## src/rtl/t1c_pkg.sv

```systemverilog
package t1c_pkg;

  typedef enum logic [2:0] {
    T1C_IGNORE = 3'd0,
    T1C_FWD_DN = 3'd1,
    T1C_FWD_UP = 3'd2,
    T1C_SPC_DN = 3'd3,
    T1C_SPC_UP = 3'd4
  } t1c_class_e;

  localparam logic [3:0] T1C_CMD_CFG_RD = 4'b1010;
  localparam logic [3:0] T1C_CMD_CFG_WR = 4'b1011;
  localparam logic [1:0] T1C_KIND_TYPE1 = 2'b01;

  typedef struct packed {
    logic is_type1;
    logic devfn_ones;
    logic reg_zero;
    logic cmd_rd;
    logic cmd_wr;
  } t1c_flags_t;

  typedef struct packed {
    logic above_sec_to_sub;
    logic within_sec_to_sub;
    logic hits_sec;
    logic hits_pri;
  } t1c_range_t;

endpackage

```

## src/rtl/t1c_field_decode.sv

```systemverilog
module t1c_field_decode
  import t1c_pkg::*;
#(
  parameter int AD_W    = 32,
  parameter int BUS_W   = 8,
  parameter int BUS_LSB = 16,
  parameter int CMD_W   = 4
) (
  input  logic [AD_W-1:0]  ad,
  input  logic [CMD_W-1:0] cbe,
  output logic [BUS_W-1:0] bus_num,
  output t1c_flags_t       flags
);
  localparam int BUS_MSB = BUS_LSB + BUS_W - 1;
  localparam int DEV_LSB = 11;
  localparam int FN_LSB  = 8;
  localparam int REG_LSB = 2;

  logic unused_hi;
  assign unused_hi = ^ad[AD_W-1:BUS_MSB+1];

  always_comb begin
    bus_num          = ad[BUS_MSB:BUS_LSB];
    flags.is_type1   = (ad[1:0] == T1C_KIND_TYPE1);
    flags.devfn_ones = (&ad[DEV_LSB+4:DEV_LSB]) && (&ad[FN_LSB+2:FN_LSB]);
    flags.reg_zero   = (ad[REG_LSB+5:REG_LSB] == '0);
    flags.cmd_rd     = (cbe == CMD_W'(T1C_CMD_CFG_RD));
    flags.cmd_wr     = (cbe == CMD_W'(T1C_CMD_CFG_WR));
  end

endmodule

```

## src/rtl/t1c_range_check.sv

```systemverilog
module t1c_range_check
  import t1c_pkg::*;
#(
  parameter int BUS_W = 8
) (
  input  logic [BUS_W-1:0] bus_num,
  input  logic [BUS_W-1:0] pri_bus,
  input  logic [BUS_W-1:0] sec_bus,
  input  logic [BUS_W-1:0] sub_bus,
  output t1c_range_t       rng
);
  logic gt_sec, ge_sec, le_sub;

  always_comb begin
    gt_sec                = (bus_num >  sec_bus);
    ge_sec                = (bus_num >= sec_bus);
    le_sub                = (bus_num <= sub_bus);
    rng.above_sec_to_sub  = gt_sec && le_sub;
    rng.within_sec_to_sub = ge_sec && le_sub;
    rng.hits_sec          = (bus_num == sec_bus);
    rng.hits_pri          = (bus_num == pri_bus);
  end

endmodule

```

## src/rtl/t1c_class_select.sv

```systemverilog
module t1c_class_select
  import t1c_pkg::*;
(
  input  logic       addr_phase,
  input  logic       from_sec,
  input  t1c_flags_t flags,
  input  t1c_range_t rng,
  output t1c_class_e cls,
  output logic       dir_up
);
  logic spc_base, spc_dn, spc_up, fwd_dn, fwd_up, live;

  always_comb begin
    live     = addr_phase && flags.is_type1;
    spc_base = live && flags.cmd_wr && flags.devfn_ones && flags.reg_zero;
    spc_dn   = spc_base && !from_sec && rng.hits_sec;
    spc_up   = spc_base &&  from_sec && rng.hits_pri;
    fwd_dn   = live && !from_sec && (flags.cmd_rd || flags.cmd_wr)
               && rng.above_sec_to_sub;
    fwd_up   = live &&  from_sec && flags.cmd_wr && flags.devfn_ones
               && !rng.within_sec_to_sub;

    // special cycles outrank plain forwarding
    if (spc_up)      cls = T1C_SPC_UP;
    else if (spc_dn) cls = T1C_SPC_DN;
    else if (fwd_up) cls = T1C_FWD_UP;
    else if (fwd_dn) cls = T1C_FWD_DN;
    else             cls = T1C_IGNORE;

    dir_up = (cls == T1C_SPC_UP) || (cls == T1C_FWD_UP);
  end

endmodule

```

## src/rtl/t1c_classifier.sv

```systemverilog
module t1c_classifier
  import t1c_pkg::*;
#(
  parameter int AD_W    = 32,
  parameter int BUS_W   = 8,
  parameter int BUS_LSB = 16,
  parameter int CMD_W   = 4,
  parameter bit REG_OUT = 1'b1
) (
  input  logic             clk,
  input  logic             rst_n,
  input  logic             addr_phase,
  input  logic             from_sec,
  input  logic [AD_W-1:0]  ad,
  input  logic [CMD_W-1:0] cbe,
  input  logic [BUS_W-1:0] pri_bus,
  input  logic [BUS_W-1:0] sec_bus,
  input  logic [BUS_W-1:0] sub_bus,
  output logic [2:0]       cls_o,
  output logic             dir_up_o
);
  logic [BUS_W-1:0] bus_num;
  t1c_flags_t       flags;
  t1c_range_t       rng;
  t1c_class_e       cls_d;
  logic             dir_d;

  t1c_field_decode #(
    .AD_W(AD_W), .BUS_W(BUS_W), .BUS_LSB(BUS_LSB), .CMD_W(CMD_W)
  ) u_fields (
    .ad(ad), .cbe(cbe), .bus_num(bus_num), .flags(flags)
  );

  t1c_range_check #(.BUS_W(BUS_W)) u_range (
    .bus_num(bus_num), .pri_bus(pri_bus), .sec_bus(sec_bus),
    .sub_bus(sub_bus), .rng(rng)
  );

  t1c_class_select u_select (
    .addr_phase(addr_phase), .from_sec(from_sec), .flags(flags),
    .rng(rng), .cls(cls_d), .dir_up(dir_d)
  );

  generate
    if (REG_OUT) begin : g_reg
      logic [2:0] cls_q;
      logic       dir_q;

      always_ff @(posedge clk or negedge rst_n) begin
        if (!rst_n) begin
          cls_q <= 3'(T1C_IGNORE);
          dir_q <= 1'b0;
        end else begin
          cls_q <= cls_d;
          dir_q <= dir_d;
        end
      end

      assign cls_o    = cls_q;
      assign dir_up_o = dir_q;

      assert_ignore_non_type1_R1: assert property (
        @(posedge clk) disable iff (!rst_n)
        (ad[1:0] != 2'b01) |=> (cls_o == 3'(T1C_IGNORE)));

      assert_no_read_upstream_R3: assert property (
        @(posedge clk) disable iff (!rst_n)
        (from_sec && cbe == CMD_W'(T1C_CMD_CFG_RD)) |=> !dir_up_o);

      assert_spc_dn_fields_R4: assert property (
        @(posedge clk) disable iff (!rst_n)
        (cls_o == 3'(T1C_SPC_DN)) |-> ($past(ad[7:2]) == 6'd0 && !$past(from_sec)));

      assert_idle_ignored_R7: assert property (
        @(posedge clk) disable iff (!rst_n)
        !addr_phase |=> (cls_o == 3'(T1C_IGNORE)));

      assert_dir_matches_class_R9: assert property (
        @(posedge clk) disable iff (!rst_n)
        dir_up_o == (cls_o == 3'(T1C_FWD_UP) || cls_o == 3'(T1C_SPC_UP)));
    end else begin : g_comb
      logic unused_clk;
      assign unused_clk = clk ^ rst_n;
      assign cls_o      = cls_d;
      assign dir_up_o   = dir_d;
    end
  endgenerate

endmodule

```

## config.mk

```make
export PLATFORM = sky130hd
export DESIGN_NAME = t1c_classifier
export DESIGN_NICKNAME = d
export VERILOG_FILES = /design/src/rtl/t1c_pkg.sv /design/src/rtl/t1c_field_decode.sv /design/src/rtl/t1c_range_check.sv /design/src/rtl/t1c_class_select.sv /design/src/rtl/t1c_classifier.sv
export SDC_FILE = /design/constraint.sdc
export NUM_CORES = 1
export LEC_CHECK = 0
export CAP_MARGIN = 20
export CORE_MARGIN = 2
export CORE_UTILIZATION = 35
export CTS_BUF_LIST = sky130_fd_sc_hd__clkbuf_4
export DETAILED_ROUTE_END_ITERATION = 7
export MAX_ROUTING_LAYER = met4
export PLACE_DENSITY = 0.92
export SYNTH_ARGS = -nofsm -noshare
export SYNTH_HDL_FRONTEND = slang
export SYNTH_HIERARCHICAL = 1
export SYNTH_SLANG_ARGS = --single-unit
```

## constraint.sdc

```tcl
create_clock -name clk -period 0.9 [get_ports clk]
set_input_delay 0.18 -clock clk [delete_from_list [all_inputs] [get_ports clk]]
set_output_delay 0.18 -clock clk [all_outputs]
set_load 0.01 [all_outputs]
```

# --- Word level (Yosys, flattened, before mapping) ---
# Index checks and enable logic that the tools add are counted.
word_totals:
  latchBits: 0
  input_bits: 64
  romBits: 0
  mem_bits_rw: 0
  n_memories: 0
  ff_bits: 4
  word_cells: 41
classes:
  add_sub_neg: 0
  n_mul: 0
  shifts: 0
  n_reduce_logical: 25
  n_mux: 4
  order_cmp: 3
  n_eq_ne: 7
  n_div: 0
  n_bitwise: 0
ops:
  columns: ["operator", "n"]
  rows:
  - ["1-bit logical AND", 18]
  - ["8-bit == test", 2]
  - ["3-bit two-way mux", 3]
  - ["4-bit == test (second input constant)", 2]
  - ["8-bit >= comparator", 1]
  - ["8-bit greater-than comparator", 1]
  - ["8-bit less-or-equal comparator", 1]
  - ["6-bit zero test", 1]
  - ["5-bit AND reduction", 1]
  - ["3-bit by 2-bit == test with 1-bit output (second input constant)", 1]
  - ["3-bit == test (second input constant)", 1]
  - ["3-bit AND reduction", 1]
  - ["2-bit by 1-bit == test with 1-bit output (second input constant)", 1]
  - ["1-bit zero test", 2]
  - ["1-bit logical OR", 2]
  - ["1-bit two-way mux", 1]

# --- Logic depth before layout (Yosys ltp) ---
# Gate-level depths: netlist (run 1).
logic_depth:
  word_depth: 11
  depth_mapped: 10

# --- Modules after synthesis ---
# Netlist (run 1), hierarchy kept.
modules_own_cells:
  columns: ["mod", "seq_area_each_um2", "area_per_inst_um2", "cells_per_inst", "instances"]
  rows:
  - ["t1c_range_check", 0.0, 508.0, 67, 1]
  - ["t1c_field_decode", 0.0, 116.4, 17, 1]
  - ["t1c_classifier", 100.1, 100.1, 4, 1]
  - ["t1c_class_select", 0.0, 78.8, 13, 1]

# --- Worst setup path after synthesis (run 1) ---
# OpenSTA, ideal clock, no wires.
synth_path:
  kind: "input to register"
  from: "in ad[17]"
  to: "reg g_reg.cls_q[1], in the netlist cls_o[1]"
  required_ns: 0.822
  path_buffers: 1
  arrival_ns: 1.471
  cell_stages: 9
  setup_time_ns: 0.078
  slack_ns: -0.649
  cell_sequence: "buf_4 ha_1 nor2b_1 o211ai_1 a21oi_1 nor3_2 a21oi_2 nand3b_1 a21oi_1"
synth_lines:
  columns: ["item", "line_no", "source"]
  rows:
  - ["start, declared", "t1c_classifier.sv:14", "input logic [AD_W-1:0] ad,"]
  - ["end signal, assigned", "t1c_classifier.sv:51", "cls_q <= 3'(T1C_IGNORE);"]
  - ["end signal, assigned", "t1c_classifier.sv:54", "cls_q <= cls_d;"]
  - ["end, declared", "t1c_classifier.sv:46", "logic [2:0] cls_q;"]

==> run summary, run 1 <==
chip width: 51.91 µm
Via density: 5.198
routed len/inst: 16.35 µm
unrepaired setup endpoints after global routing: yes
M3 GR Usage: 4.310%
#FFs+latches synth: 4
number of DRC markers in iteration 0: 27
grt ovf: 0
worst min path class: in -> async
setup ws final: -502.8 ps
most frequent cells in the layout: 24 x dlygate4sd2_1, 15 x buf_4, 15 x ha_4
total of max-cap violations: 0
fmax: 712.9 MHz
Netlist Area Pre-Place: 803.3 µm²
initial antenna violation count: 0
share of cells above drive strength 1: 58.58%
Global Route met2 Usage: 54.01%
I/O Pins: 68
count of final hold-check violations: 0
crit path cell chain: buf_8, ha_4, nor2b_4, o211ai_1, a21oi_2, nor3_4, a21oi_2, nand3b_1, a21oi_2
gr busiest metal: met2
CTS buffer count: 3
hpwl dp: 2136 µm
Bufs on Longest Clock Path: 2
global-route wire length before repair: 4857 µm
Slew Limit Headroom: 82.20%
Die ar.: 2694 µm²
CTS sink count: 4
Tmin final: 1403 ps
Post-Synthesis Cells: 101
Placed Cells: 187
cts hold-fix bufs: 0
Core Footprint: 2191 µm²
pin count of the biggest net entering global routing: 5
DRT antenna net count: 0
Max stage delay cell, worst path: ha_4
most used cell, CP: a21oi_2
slowest stage delay, CP: 230 ps
failing checks: setup timing
GP Congestion: 0.7773
commonest non-fill, non-tap cell in the layout: dlygate4sd2_1
CP max FO: 3
status: finished with violations
Finished Cell Area: 1652 µm²
Leak: 0.7363 nW
Final Setup Violations: 4
CP Data Required Time: 1060 ps
Clk pin slew, worst setup/hold paths: 40 ps
Max IR drop VDD: 335.9 µV
total global-route track usage: 25.88%
Seq/Total Area, Yosys: 12.46%
Avg Cell Area, Syn: 7.953 µm²
period utilization: 155.9%
CTS tree: built
Pwr Total: 1.077 mW
1st-pass router iterations: 4
Arr. time, crit path: 1560 ps
Distinct cells, synth: 26
Cell Area, Placed: 1438 µm²
root buffer cell: clkbuf_4
Ant. Diodes: 0
wirelength, routed: 3220 µm
Crit. End Element: flop
CP Launch Type: primary input
htree depth: 1
syn_nets: 181
Starting Density: 36.66%
# port buffers: 59
Die Ht: 51.91 µm
pre-CTS setup slack: -1235 ps
num rows: 17
CP Buf/Inv Count: 1
DRC errors left: 0
cell family with most CP delay: compound AO/OA/AOI/OAI gates
PwrDens: 651.8 nW/µm²
met1 GRT Util: 21.42%
Nets: 251
Worst Max-Slew Pin Slew: 266.0 ps
Yosys warnings: 6
Final Slew Violations: 0
class of the most critical setup path: in -> reg
Final Non-Filler Cells: 197
Filler Cells Inserted: 169
vias in the first global route: 1143
area grow syn2layout: 105.6%
Vias: 1024
-- path summary, 6_finish.rpt --
check                       start  endpoint  slack (ps)  cells after the start
max in group asynchronous   rst_n  dir_up_o         600                      1
hold / removal              rst_n  cls_o[0]         140                      1
setup / recovery           ad[17]  cls_o[1]        -500                      9
min in group clk            ad[6]  cls_o[1]         380                      5
-- logic make-up (layout without fill, tap and decap cells) --
kind of cell | after synthesis | count (layout) | share of synthesized area [%]
and+or+nand+nor | 31 | 31 | 24.46
buffers and inverters | 26 | 94 | 16.35
adders and majority gates | 16 | 16 | 24.92
AOI/OAI and AO/OA | 16 | 16 | 13.09
xor gates and xnor gates | 8 | 8 | 8.723
DFF | 4 | 4 | 12.46
-- through the flow --
step                      setup TNS [ps]  hold slack [ps]  utilization [%]
final                              -1567            143.2            75.39
after global routing               -1894            140.8            75.39
after CTS                          -1499            145.4            74.47
after detailed placement           -4764            387.9            65.62
after global placement             -4488            386.3            65.62
after floorplan                    -1965           -115.6                -
-- report_power, final --
group,switching [mW],total [mW],internal (mW)
sequential,0.0000164,0.181,0.181
combinational,0.291,0.679,0.388
clock,0.0679,0.217,0.149
-- Yosys cell counts --
library cell | instances | share of area (%)
a21oi_1 | 7 | 4.4
nor3b_1 | 1 | 0.93
inv_1 | 17 | 7.9
a211oi_1 | 1 | 0.93
a21oi_2 | 2 | 2.2
nand3_1 | 1 | 0.62
buf_4 | 9 | 8.4
o211ai_1 | 1 | 0.93
nor2b_1 | 2 | 1.6
or4_1 | 1 | 0.93
or2_4 | 1 | 1.1
nor2b_4 | 1 | 1.7
nand4_1 | 10 | 7.8
nand2_1 | 3 | 1.4
o21ai_0 | 2 | 1.2
o22a_1 | 1 | 1.1
o22ai_1 | 1 | 0.78
nor2_2 | 1 | 0.78
nor3_1 | 1 | 0.62
nand3b_1 | 1 | 0.93
nor3_2 | 3 | 3.7
nor2_1 | 5 | 2.3
dfrtp_1 | 4 | 12
xnor2_1 | 8 | 8.7
ha_1 | 16 | 25
o211ai_2 | 1 | 1.6
-- state kept, by name (all words and copies together), names as in the netlist --
register / count
dir_up_o: 1
cls_o: 3
-- final cells by class --
type	instances	area [µm²]	area share, %
Clock buffer	3	22.52	1.364
Multi-Input combinational cell	71	847.1	51.29
Sequential cell	4	100.1	6.061
Tap cell	28	35.03	2.121
Inverter	17	66.31	4.015
Timing Repair Buffer	74	580.6	35.15
-- what timing repair did --
action                     in CTS  in global routing
setup buffers                   7                  1
setup endpoints to repair       8                  8
gates resized for setup       166                 25
pin swaps                      52                 10
-- routing by layer --
metal	vias to the layer above	routed length, µm
met4	0	83
met3	10	200
met1	477	1069
li1	482	-
met5	-	0
met2	55	1867
(Power assumes the default switching activity.)
==> run 2, diff against run 1 <==
- CORE_UTILIZATION: 35 -> 33
- PLACE_DENSITY: 0.92 -> 0.88
- clock period: 0.9 -> 1.5 ns (I/O delays scaled with it)
==> run 2 against run 1 <==
The run still ends with setup timing left. Final cell count down 2.5%. Critical path type unchanged. Worst setup slack better by 470 ps. Die area up 5.6%.
==> run summary, run 2 (synthesis results as in run 1) <==
status: finished with violations
failing checks: setup timing
total global-route track usage: 22.53% (-3.4 points)
CTS tree: built
unrepaired setup endpoints after global routing: yes
chip width: 53.34 µm (+2.8%)
vias in the first global route: 1051 (-8.0%)
grt ovf: 0 (unchanged)
I/O Pins: 68 (unchanged)
Arr. time, crit path: 1650 ps (+90 ps)
pin count of the biggest net entering global routing: 5 (unchanged)
max reg flops: 3 (unchanged)
Max stage delay cell, worst path: or4_4
number of DRC markers in iteration 0: 16 (-41%)
count of final hold-check violations: 0 (unchanged)
root buffer cell: clkbuf_4
1st-pass router iterations: 4 (unchanged)
Core Footprint: 2255 µm² (+2.9%)
# port buffers: 59 (unchanged)
htree depth: 1 (unchanged)
slowest stage delay, CP: 430 ps (+200 ps)
cts hold-fix bufs: 0 (unchanged)
GP Congestion: 0.8283 (+6.6%)
Die ar.: 2845 µm² (+5.6%)
Placed Cells: 187 (unchanged)
CTS sink count: 4 (unchanged)
Final Slew Violations: 0 (unchanged)
Die Ht: 53.34 µm (+2.8%)
Starting Density: 35.63% (-1.0 points)
Leak: 0.6489 nW (-12%)
fmax: 652.5 MHz
wirelength, routed: 2912 µm (-9.6%)
Vias: 962 (-6.1%)
Tmin final: 1533 ps
total of max-cap violations: 0 (unchanged)
CTS buffer count: 3 (unchanged)
period utilization: 102.2%
Slew Limit Headroom: 82.20% (about the same)
Clk pin slew, worst setup/hold paths: 40 ps (about the same)
class of the most critical setup path: in -> reg
Via density: 5.010 (-3.6%)
global-route wire length before repair: 4526 µm (-6.8%)
hpwl dp: 2121 µm (-0.72%)
setup ws final: -32.58 ps (+470.2 ps)
num rows: 17 (unchanged)
Nets: 246 (-2.0%)
share of cells above drive strength 1: 47.56% (-11 points)
CP Buf/Inv Count: 1 (unchanged)
pre-CTS setup slack: -767.6 ps (+467.3 ps)
Ant. Diodes: 0 (unchanged)
PwrDens: 401.0 nW/µm² (-38%)
DRC errors left: 0 (unchanged)
cell family with most CP delay: simple AND/OR/NAND/NOR gates
worst min path class: in -> async
DRT antenna net count: 0 (unchanged)
area grow syn2layout: 97.66%
CP Launch Type: primary input
crit path cell chain: clkdlybuf4s50_1, or4_4, nor3_4, nand2_2, nand3b_1, a21oi_2
commonest non-fill, non-tap cell in the layout: clkdlybuf4s50_1
Final Setup Violations: 2 (-2)
Final Non-Filler Cells: 192 (-2.5%)
initial antenna violation count: 0 (unchanged)
routed len/inst: 15.17 µm (-7.2%)
Max IR drop VDD: 337.9 µV (+0.59%)
CP Data Required Time: 1620 ps (+560 ps)
Worst Max-Slew Pin Slew: 265.0 ps (-1.042 ps)
Crit. End Element: flop
CP max FO: 3 (unchanged)
most frequent cells in the layout: 32 x clkdlybuf4s50_1, 13 x inv_2, 13 x ha_4
Bufs on Longest Clock Path: 2 (unchanged)
[run 2: per-stage QoR]
step	TNS, ps	total power, mW	area [µm²]	hold WS [ps]	utilization (%)
2_1_floorplan	-171.7	0.2567	819.5	4.409	-
5_1_grt	-119.2	0.6764	1588	289.1	70.42
4_1_cts	-4.167	0.6027	1585	285.1	70.31
3_3_place_gp	-2001	0.4204	1434	509.7	63.60
3_5_place_dp	-2260	0.4329	1434	520.9	63.60
6_report	-43.22	0.6367	1588	271.3	70.42
[run 2: worst max path at each step]
stage	from	to	slack (ps)	depth (start not counted)
floorplan	ad[17]	cls_o[1]	-130	9
global placement	ad[17]	cls_o[1]	-640	9
finish	ad[5]	cls_o[1]	-30	6
CTS	ad[16]	cls_o[1]	-4	10
detailed placement	ad[17]	cls_o[1]	-770	9
global route	ad[17]	cls_o[0]	-60	10
[run 2: where the power goes]
part           switching (mW)  internal, mW
logic                   0.154         0.232
clock network          0.0514        0.0900
registers           0.0000122         0.108
total                   0.206         0.431
[run 2: final cells by class]
type                            count  area (µm²)
Fill cell                         167       666.9
Multi-Input combinational cell     71       782.0
Clock buffer                        3       22.52
Tap cell                           28       35.03
Timing Repair Buffer               69       584.3
Inverter                           17       63.81
Sequential cell                     4       100.1
[run 2: timing repair]
| action | in CTS | in global routing |
|---|---|---|
| pin swaps | 32 | 12 |
| endpoints found under the hold margin | 0 | 0 |
| buffers inserted | 2 | 0 |
| setup endpoints to repair | 3 | 4 |
| gates resized for setup | 99 | 24 |
[run 2: layer usage]
metal / up-vias / wire length [µm] / track usage (%) / share of wire, %
met5: - / 0 / - / 0
met1: 458 / 1098 / 23.03 / 38
met2: 29 / 1688 / 43.83 / 58
met3: 2 / 115 / 2.825 / 3.9
li1: 473 / - / - / -
met4: 0 / 9 / 6.838 / 0.31
